`src/rtl/capture_timer.sv`:
```
`timescale 1ns/1ps
module capture_timer #(
  parameter int CW = 16
) (
  input  logic        clk,
  input  logic        rst_n,
  input  logic        wr_en,
  input  logic        rd_en,
  input  logic [2:0]  addr,
  input  logic [31:0] wdata,
  output logic [31:0] rdata,
  input  logic        pin_a,
  input  logic        pin_b,
  output logic        irq
);
  localparam logic [2:0] R_CTRL = 3'd0, R_MODE = 3'd1, R_RC = 3'd2, R_CNT = 3'd3,
                         R_CAPA = 3'd4, R_CAPB = 3'd5, R_STAT = 3'd6, R_MASK = 3'd7;

  logic [2:0]    a_q, b_q;
  logic [31:0]   mode;
  logic [CW-1:0] rc, cnt, ra, rb;
  logic [7:0]    flags, imask;
  logic          clk_on, run, arm_b, ra_new, rb_new;

  function automatic logic hit(input logic [1:0] sel, input logic r, input logic f);
    return (sel[0] & r) | (sel[1] & f);
  endfunction

  wire a_r = a_q[1] & ~a_q[2];
  wire a_f = ~a_q[1] & a_q[2];
  wire b_r = b_q[1] & ~b_q[2];
  wire b_f = ~b_q[1] & b_q[2];

  wire cap_on   = ~mode[15];
  wire t_r      = mode[10] ? a_r : b_r;
  wire t_f      = mode[10] ? a_f : b_f;
  wire ext_trg  = cap_on & hit(mode[9:8], t_r, t_f);
  wire load_a   = cap_on & ~arm_b & hit(mode[17:16], a_r, a_f);
  wire load_b   = cap_on & arm_b & hit(mode[19:18], a_r, a_f);
  wire counting = clk_on & run;
  wire at_rc    = counting & (cnt == rc);
  wire wr_ctrl  = wr_en & (addr == R_CTRL);
  wire trig     = (wr_ctrl & wdata[2]) | ext_trg | (at_rc & mode[14]);
  wire wrap     = counting & ~trig & (&cnt);
  wire ovr      = (load_a & ra_new) | (load_b & rb_new);
  wire rd_stat  = rd_en & (addr == R_STAT);
  wire rb_halt  = load_b & (mode[6] | mode[7]);

  wire clk_on_n = ((wr_ctrl & wdata[1]) | (load_b & mode[7])) ? 1'b0 :
                  (wr_ctrl & wdata[0]) ? 1'b1 : clk_on;
  wire run_n    = (~clk_on_n | rb_halt) ? 1'b0 :
                  (trig | (wr_ctrl & wdata[0])) ? 1'b1 : run;

  wire [7:0] flag_set = {ext_trg, load_b, load_a, at_rc, 2'b00, ovr, wrap};

  always_ff @(posedge clk) begin
    if (!rst_n) begin
      a_q <= '0; b_q <= '0;
      mode <= '0; rc <= '0; imask <= '0;
      cnt <= '0; ra <= '0; rb <= '0; flags <= '0;
      clk_on <= 1'b0; run <= 1'b0; arm_b <= 1'b0;
      ra_new <= 1'b0; rb_new <= 1'b0;
    end else begin
      a_q <= {a_q[1:0], pin_a};
      b_q <= {b_q[1:0], pin_b};
      if (wr_en && addr == R_MODE) mode  <= wdata;
      if (wr_en && addr == R_RC)   rc    <= wdata[CW-1:0];
      if (wr_en && addr == R_MASK) imask <= wdata[7:0];
      clk_on <= clk_on_n;
      run    <= run_n;
      if (trig)          cnt <= '0;
      else if (counting) cnt <= cnt + 1'b1;
      if (load_a) begin
        ra <= cnt; arm_b <= 1'b1; ra_new <= 1'b1;
      end else if (rd_en && addr == R_CAPA) ra_new <= 1'b0;
      if (load_b) begin
        rb <= cnt; arm_b <= 1'b0; rb_new <= 1'b1;
      end else if (rd_en && addr == R_CAPB) rb_new <= 1'b0;
      flags <= (rd_stat ? 8'h00 : flags) | flag_set;
    end
  end

  always_comb begin
    rdata = '0;
    case (addr)
      R_MODE: rdata = mode;
      R_RC:   rdata[CW-1:0] = rc;
      R_CNT:  rdata[CW-1:0] = cnt;
      R_CAPA: rdata[CW-1:0] = ra;
      R_CAPB: rdata[CW-1:0] = rb;
      R_STAT: rdata = {15'd0, clk_on, 8'd0, flags};
      R_MASK: rdata[7:0] = imask;
      default: rdata = '0;
    endcase
  end

  assign irq = |(flags & imask);
endmodule


```
`config.mk`:
```
export PLATFORM = sky130hd
export DESIGN_NAME = capture_timer
export DESIGN_NICKNAME = d
export VERILOG_FILES = /design/src/rtl/capture_timer.sv
export SDC_FILE = /design/constraint.sdc
export NUM_CORES = 1
export LEC_CHECK = 0
export CORE_MARGIN = 4
export CORE_UTILIZATION = 50
export CTS_CLUSTER_SIZE = 10
export DETAILED_ROUTE_END_ITERATION = 12
export PLACE_DENSITY = 0.7
export SKIP_CTS_REPAIR_TIMING = 1
export SLEW_MARGIN = 20
export SYNTH_ARGS = -nofsm -noshare
export SYNTH_HDL_FRONTEND = slang
export SYNTH_SLANG_ARGS = --single-unit
export TNS_END_PERCENT = 100
```
`constraint.sdc`:
```
create_clock -name clk -period 6.1 [get_ports clk]
set_input_delay 1.83 -clock clk [delete_from_list [all_inputs] [get_ports clk]]
set_output_delay 1.83 -clock clk [all_outputs]
set_load 0.005 [all_outputs]
```
==> run summary, run 1 <==
Post-synth top area cell: dfxtp_1
Largest family of logic cells by synthesized area: simple AND/OR/NAND/NOR gates
FF+latch count, synth: 121
Largest net degree at the start of global routing: 56
Site Rows: 39
Antenna violations before repair: 0
Critical Path Sink: rdata[15]
Layout cells sized above 1: 8.62%
Post-synthesis adder-cell area fraction: 0.215%
Period utilization: 94.9%
TritonCTS clock tree: built
GR Overflow Total: 0
FMAX: 173 MHz
Worst hold path type: reg -> reg
Worst setup SP type: input port
Max FO, Critical Path: 15
RSZ-0062 raised after global routing: no
All-Layer GR Usage: 25.1%
Synthesized cell area: 5830 um^2
Crit path setup slack, layout: 0.313 ns
Vias: 4966
CP Class: in -> out
Post-synthesis sequential area ratio: 41.5%
Worst-Skew Late Latency: 0.42 ns
Vias per Instance: 5.68
# diodes: 0
Worst-Margin Slew: 0.809 ns
CP endpoint kind: primary output
Initial Util: 51.1%
Number of synthesized flops with an enable pin: 0
CP startpoint: addr[0]
Area share of the largest cell type after synthesis: 41.5%
Top-level I/O count: 74
Fin Clk Skew: 0.0100 ns
Synth unique cells: 45
Final Hold Vio Count: 0
Reg2reg setup slack: 3.88 ns
Post-Syn Instances: 668
Wirelength per Cell: 18.4 um
Die width: 116 um
DR top layer: met4
Asr flop ratio synth: 0%
Slew HR: 46.1%
Iteration-0 DRC Markers: 468
Sum Neg Setup Slack: 0 ns
Filler Cells Inserted: 989
Endpoints failing setup: 0
Status: complete, no violations
ANT nets after route: 0
Nets: 760
First-pass GRT wire length: 25.8 mm
Critical Path AT: 3.96 ns
RR Startpoint: mode[10]
Area contributors post-synth: dfxtp_1 42%, nand2_1 9.3%, mux2i_1 7.6%, a21boi_0 6.8%, nor2b_1 4.5%
Layout area overhead: 23.7%
Inst Count DP: 842
Most common flop cell mapped by yosys: dfxtp_1
Syn_nets: 710
CTS Buf Count: 17
Worst Hold Depth: 1
Die Ht: 116 um
Slew Viols, Final: 0
Metal-1 WL: 7.15 mm
CTS root buffer: clkbuf_16
Via count of the first global-routing pass: 4991
Peak supply drop: 167 uV
Mux contribution to synthesized area: 9.67%
Gpl congestion: 0.976
Met3 Routed Length: 1.07 mm
DIE AREA: 13500 um^2
Post-Synth Simple-Gate Area: 23.4%
Clk sinks: 121
Final wirelength: 16.1 mm
Compound-Gate Fraction of Synth Area: 15.1%
Reg2reg end: cnt[4]
Post-route insts no fill: 874
# port buffers: 73
Met2 Routed Length: 7.44 mm
Crit path time final: 5.79 ns
Place WS: 0.345 ns
Detailed Place HPWL: 11.2 mm
Pre-antenna DRT Iters: 5
Leak: 2.71 nW
Xor/xnor share of the synthesized area: 4.65%
Total DRC errors in the routed layout: 0
H-tree depth: 4
Syn avg cell area: 8.73 um^2
Pwr/cell area: 279 nW/um^2
Warnings, synthesis: 0
Area of the core: 11400 um^2
Clock Pin Slew Worst Setup and Hold Paths: 0.05 ns
Critical Path RT: 4.27 ns
Clock Path Buffers: 2
R2R depth: 5
Max-Cap Viols: 0
-- stage by stage --
step                      utilization (%)  power, mW  hold slack, ns  instance area [um^2]
after detailed placement             57.5      0.939           0.418                  6560
after global routing                 63.2       2.07           0.453                  7220
after global placement               57.5      0.936           0.414                  6560
final                                63.2       2.01           0.431                  7220
after floorplan                         -      0.883           0.412                  5830
after CTS                            63.2       2.02           0.431                  7210
-- registers in the layout, summed over array words and instances, names as in the netlist --
name	count
mode	32
rb	16
a_q	3
imask	8
ra	16
arm_b	1
rb_new	1
flags	6
run	1
cnt	16
clk_on	1
ra_new	1
b_q	3
rc	16
-- cell usage after synthesis (2+ instances only) --
library cell and number:
o21a_1 3, mux2_2 7, dfxtp_1 121, and3_1 4, nor4_1 3, nand2_1 144, nor2_1 10, mux4_2 2
xnor2_1 5, buf_6 5, a221oi_1 5, a21boi_0 53, nand2b_1 2, inv_1 5, and2_1 26, buf_4 3
a22oi_1 12, o21ai_0 14, nand4_1 6, a21o_1 2, a22o_1 3, nand3_1 12, a221o_1 8, mux2i_1 44
nor2b_1 42, a21oi_1 11, nor3b_1 2, buf_2 22, clkbuf_2 2, clkbuf_1 25, nor3_1 17, and4_1 5
xor2_1 26, a21boi_1 6
-- placed cells by master (no fill, tap or decap), types with 2 or more instances in the layout --
cell type,netlist,routed
bufinv_16,0,4
nand2_1,144,143
clkbuf_8,0,4
clkinv_2,0,3
a22o_1,3,3
mux2i_1,44,44
nor2b_1,42,42
a21oi_1,11,11
nand3_1,12,12
and4_1,5,5
a21o_1,2,2
xnor2_1,5,5
nand4_1,6,6
nor3_1,17,17
buf_4,3,15
clkinvlp_4,0,2
clkinv_4,0,2
clkbuf_16,0,17
nor4_1,3,3
mux4_2,2,2
o21ai_0,14,14
a221o_1,8,8
nor3b_1,2,2
a221oi_1,5,5
inv_1,5,5
a22oi_1,12,12
clkdlybuf4s50_1,0,72
nor2_1,10,10
nand2b_1,2,2
a21boi_0,53,53
dfxtp_1,121,121
and3_1,4,4
a21boi_1,6,6
mux2_2,7,7
o21a_1,3,3
xor2_1,26,26
and2_1,26,25
-- layout make-up --
| class | count | area [um^2] | area share (%) |
|---|---|---|---|
| repair buffers | 88 | 838 | 11.6 |
| inverters | 5 | 18.8 | 0.260 |
| flip-flops and latches | 121 | 2420 | 33.6 |
| well taps | 143 | 179 | 2.48 |
| clock buffers | 21 | 480 | 6.66 |
| multi-input cells | 485 | 3110 | 43.1 |
| clock inverters | 11 | 168 | 2.32 |
-- kinds of logic after synthesis --
family,Yosys count
simple gates,279
compound gates,121
flops,121
buf+inv,62
mux,53
xor+xnor,31
fa+ha+maj,1
-- worst min path at each step --
stage / start / endpoint / slack [ns]
2_1_floorplan: a_q[0] / a_q[1] / 0.41
3_3_place_gp: a_q[0] / a_q[1] / 0.41
3_5_place_dp: b_q[0] / b_q[1] / 0.42
4_1_cts: b_q[0] / b_q[1] / 0.43
5_1_grt: b_q[0] / b_q[1] / 0.45
6_report: b_q[0] / b_q[1] / 0.43
-- power breakdown --
part	total, mW	switching (mW)	internal [mW]
sequential	0.809	0.00857	0.800
combinational	0.115	0.0579	0.0573
clock	1.09	0.364	0.726
total	2.01	0.431	1.58
-- worst max-delay path: stages --
cell and delay (ns):
clkdlybuf4s50_1 0.65, buf_4 0.29, nor2b_1 0.26, buf_4 0.24
a221o_1 0.18, clkdlybuf4s50_1 0.50
-- metal layers --
layer  vias up  GRT usage, %
met5         -             0
met4         0          11.1
met3        35          6.48
met2       168          39.4
met1      2386          32.7
li1       2377             -
Note: power is estimated with default switching activity, not from simulation.
==> run 2, diff against run 1 <==
--- a/config.mk
+++ b/config.mk
@@ -9,6 +9,7 @@
 export CORE_UTILIZATION = 50
 export CTS_CLUSTER_SIZE = 10
 export DETAILED_ROUTE_END_ITERATION = 12
+export GPL_ROUTABILITY_DRIVEN = 0
 export PLACE_DENSITY = 0.7
 export SKIP_CTS_REPAIR_TIMING = 1
 export SLEW_MARGIN = 20
==> results of run 2 <==
Final layout, timing and power as in run 1 (identical DEF).
==> run 3, diff against run 2 <==
--- a/config.mk
+++ b/config.mk
@@ -5,7 +5,6 @@
 export SDC_FILE = /design/constraint.sdc
 export NUM_CORES = 1
 export LEC_CHECK = 0
-export CORE_MARGIN = 4
 export CORE_UTILIZATION = 50
 export CTS_CLUSTER_SIZE = 10
 export DETAILED_ROUTE_END_ITERATION = 12
==> run 3 against run 2 <==
Net effect: clock skew shrank 0.0031 ns; via count shrank 2.3%; first-iteration DRC count shrank 30%; die area shrank 10%; final cell count grew 0.34%; critical path depth is the same; global-route usage grew 2.1 points; fmax grew 0.28%; non-clock buffer count grew 3; wire length shrank 4.7%; design area shrank 0.19%; core utilization grew 0.15 points.
==> run summary, run 3 (synthesis gave the netlist of run 1 again) <==
DIE AREA: 12100 um^2
Most common cell after layout, fill and taps aside: nand2_1
Nets: 763
DP Area: 6600 um^2
Worst setup SP type: input port
CTS Buf Count: 17
Layout area overhead: 23.5%
Period utilization: 94.6%
Die Ht: 110 um
First-pass GRT wire length: 24.3 mm
Final Hold Vio Count: 0
Multi-input gate area: 3110 um^2
Design Area, Final: 7200 um^2
Internal Pwr Total: 1.52 mW
All-Layer GR Usage: 27.2%
Site Rows: 39
CP endpoint kind: primary output
Sum Neg Setup Slack: 0 ns
Switching Fraction: 22.0%
Status: complete, no violations
Layout cells sized above 1: 8.45%
Leak: 2.70 nW
GR Overflow Total: 0
Peak supply drop: 208 uV
Vias: 4852
Clock Pin Slew Worst Setup and Hold Paths: 0.05 ns
Max reg flops: 32
Die width: 110 um
Via count of the first global-routing pass: 4652
Reg with most FFs: mode
Critical Path RT: 4.27 ns
Top-level I/O count: 74
Fin Clk Skew: 0.00687 ns
Initial Util: 51.3%
CTS root buffer: clkbuf_16
Clock share of power: 52.6%
Place WS: 0.358 ns
Most frequent cells in the layout: 143 x nand2_1, 121 x dfxtp_1, 72 x clkdlybuf4s50_1
Worst-Skew Late Latency: 0.42 ns
Area of the core: 11400 um^2
Total Power: 1.95 mW
Total DRC errors in the routed layout: 0
Worst-Margin Slew: 0.723 ns
Max FO, Critical Path: 10
Slew Viols, Final: 0
TritonCTS clock tree: built
Iteration-0 DRC Markers: 326
Clk sinks: 121
CP Class: in -> out
Largest net degree at the start of global routing: 57
P_sw: 0.429 mW
Crit path time final: 5.77 ns
Sequential fraction of design power: 41.5%
# port buffers: 73
Inst Count DP: 845
Vias per Instance: 5.53
Clock Path Buffers: 2
# diodes: 0
Post-route insts no fill: 877
Pwr/cell area: 271 nW/um^2
ANT nets after route: 0
Pre-antenna DRT Iters: 5
Wirelength per Cell: 17.5 um
Slew HR: 51.8%
Detailed Place HPWL: 10.6 mm
RSZ-0062 raised after global routing: no
Antenna violations before repair: 0
Final wirelength: 15.3 mm
Critical Path AT: 3.94 ns
Max-Cap Viols: 0
Seq. cell area: 2420 um^2
Filler Cells Inserted: 967
Comb power frac: 6.0%
Endpoints failing setup: 0
FMAX: 173 MHz
Crit path setup slack, layout: 0.329 ns
Worst hold path type: reg -> reg
H-tree depth: 4
[run 3: routing by layer]
metal	track usage [%]	vias to the layer above	routed length (um)
met5	0	-	0
met3	8.05	30	915
met2	42.0	170	6910
li1	-	2388	-
met4	11.7	0	380
met1	35.2	2264	7100
[run 3: layout make-up]
type                    count  share of cell area (%)
multi-input cells         485                    43.1
flip-flops and latches    121                    33.6
repair buffers             91                    12.1
clock buffers              21                    6.39
well taps                 143                    2.48
clock inverters            11                    2.03
inverters                   5                   0.261
[run 3: path summary, 6_finish.rpt]
kind	from	endpoint	slack [ns]	cells past startpoint
worst min register to register	b_q[0]	b_q[1]	0.44	1
worst max-delay path	addr[1]	rdata[6]	0.33	6
worst min-delay path	b_q[0]	b_q[1]	0.44	1
worst max register to register	cnt[0]	flags[0]	3.92	5
[run 3: critical path, cell delays in order]
cell	delay, ns
clkdlybuf4s50_1	0.55
buf_4	0.22
mux2_2	0.35
a22o_1	0.18
a221o_1	0.36
clkdlybuf4s50_1	0.45
[run 3: power groups by stage]
stage | Sequential [mW] | Clock [mW] | Combinational [mW]
2_1_floorplan | 0.822 | 0 | 0.0606
3_3_place_gp | 0.825 | 0 | 0.113
3_5_place_dp | 0.825 | 0 | 0.115
4_1_cts | 0.808 | 1.04 | 0.116
5_1_grt | 0.809 | 1.08 | 0.125
6_report | 0.809 | 1.02 | 0.116
[run 3: metrics by stage]
| stage | hold WS [ns] | util, % |
|---|---|---|
| 2_1_floorplan | 0.412 | - |
| 3_3_place_gp | 0.416 | 57.9 |
| 3_5_place_dp | 0.419 | 58.0 |
| 4_1_cts | 0.436 | 63.4 |
| 5_1_grt | 0.454 | 63.4 |
| 6_report | 0.436 | 63.4 |
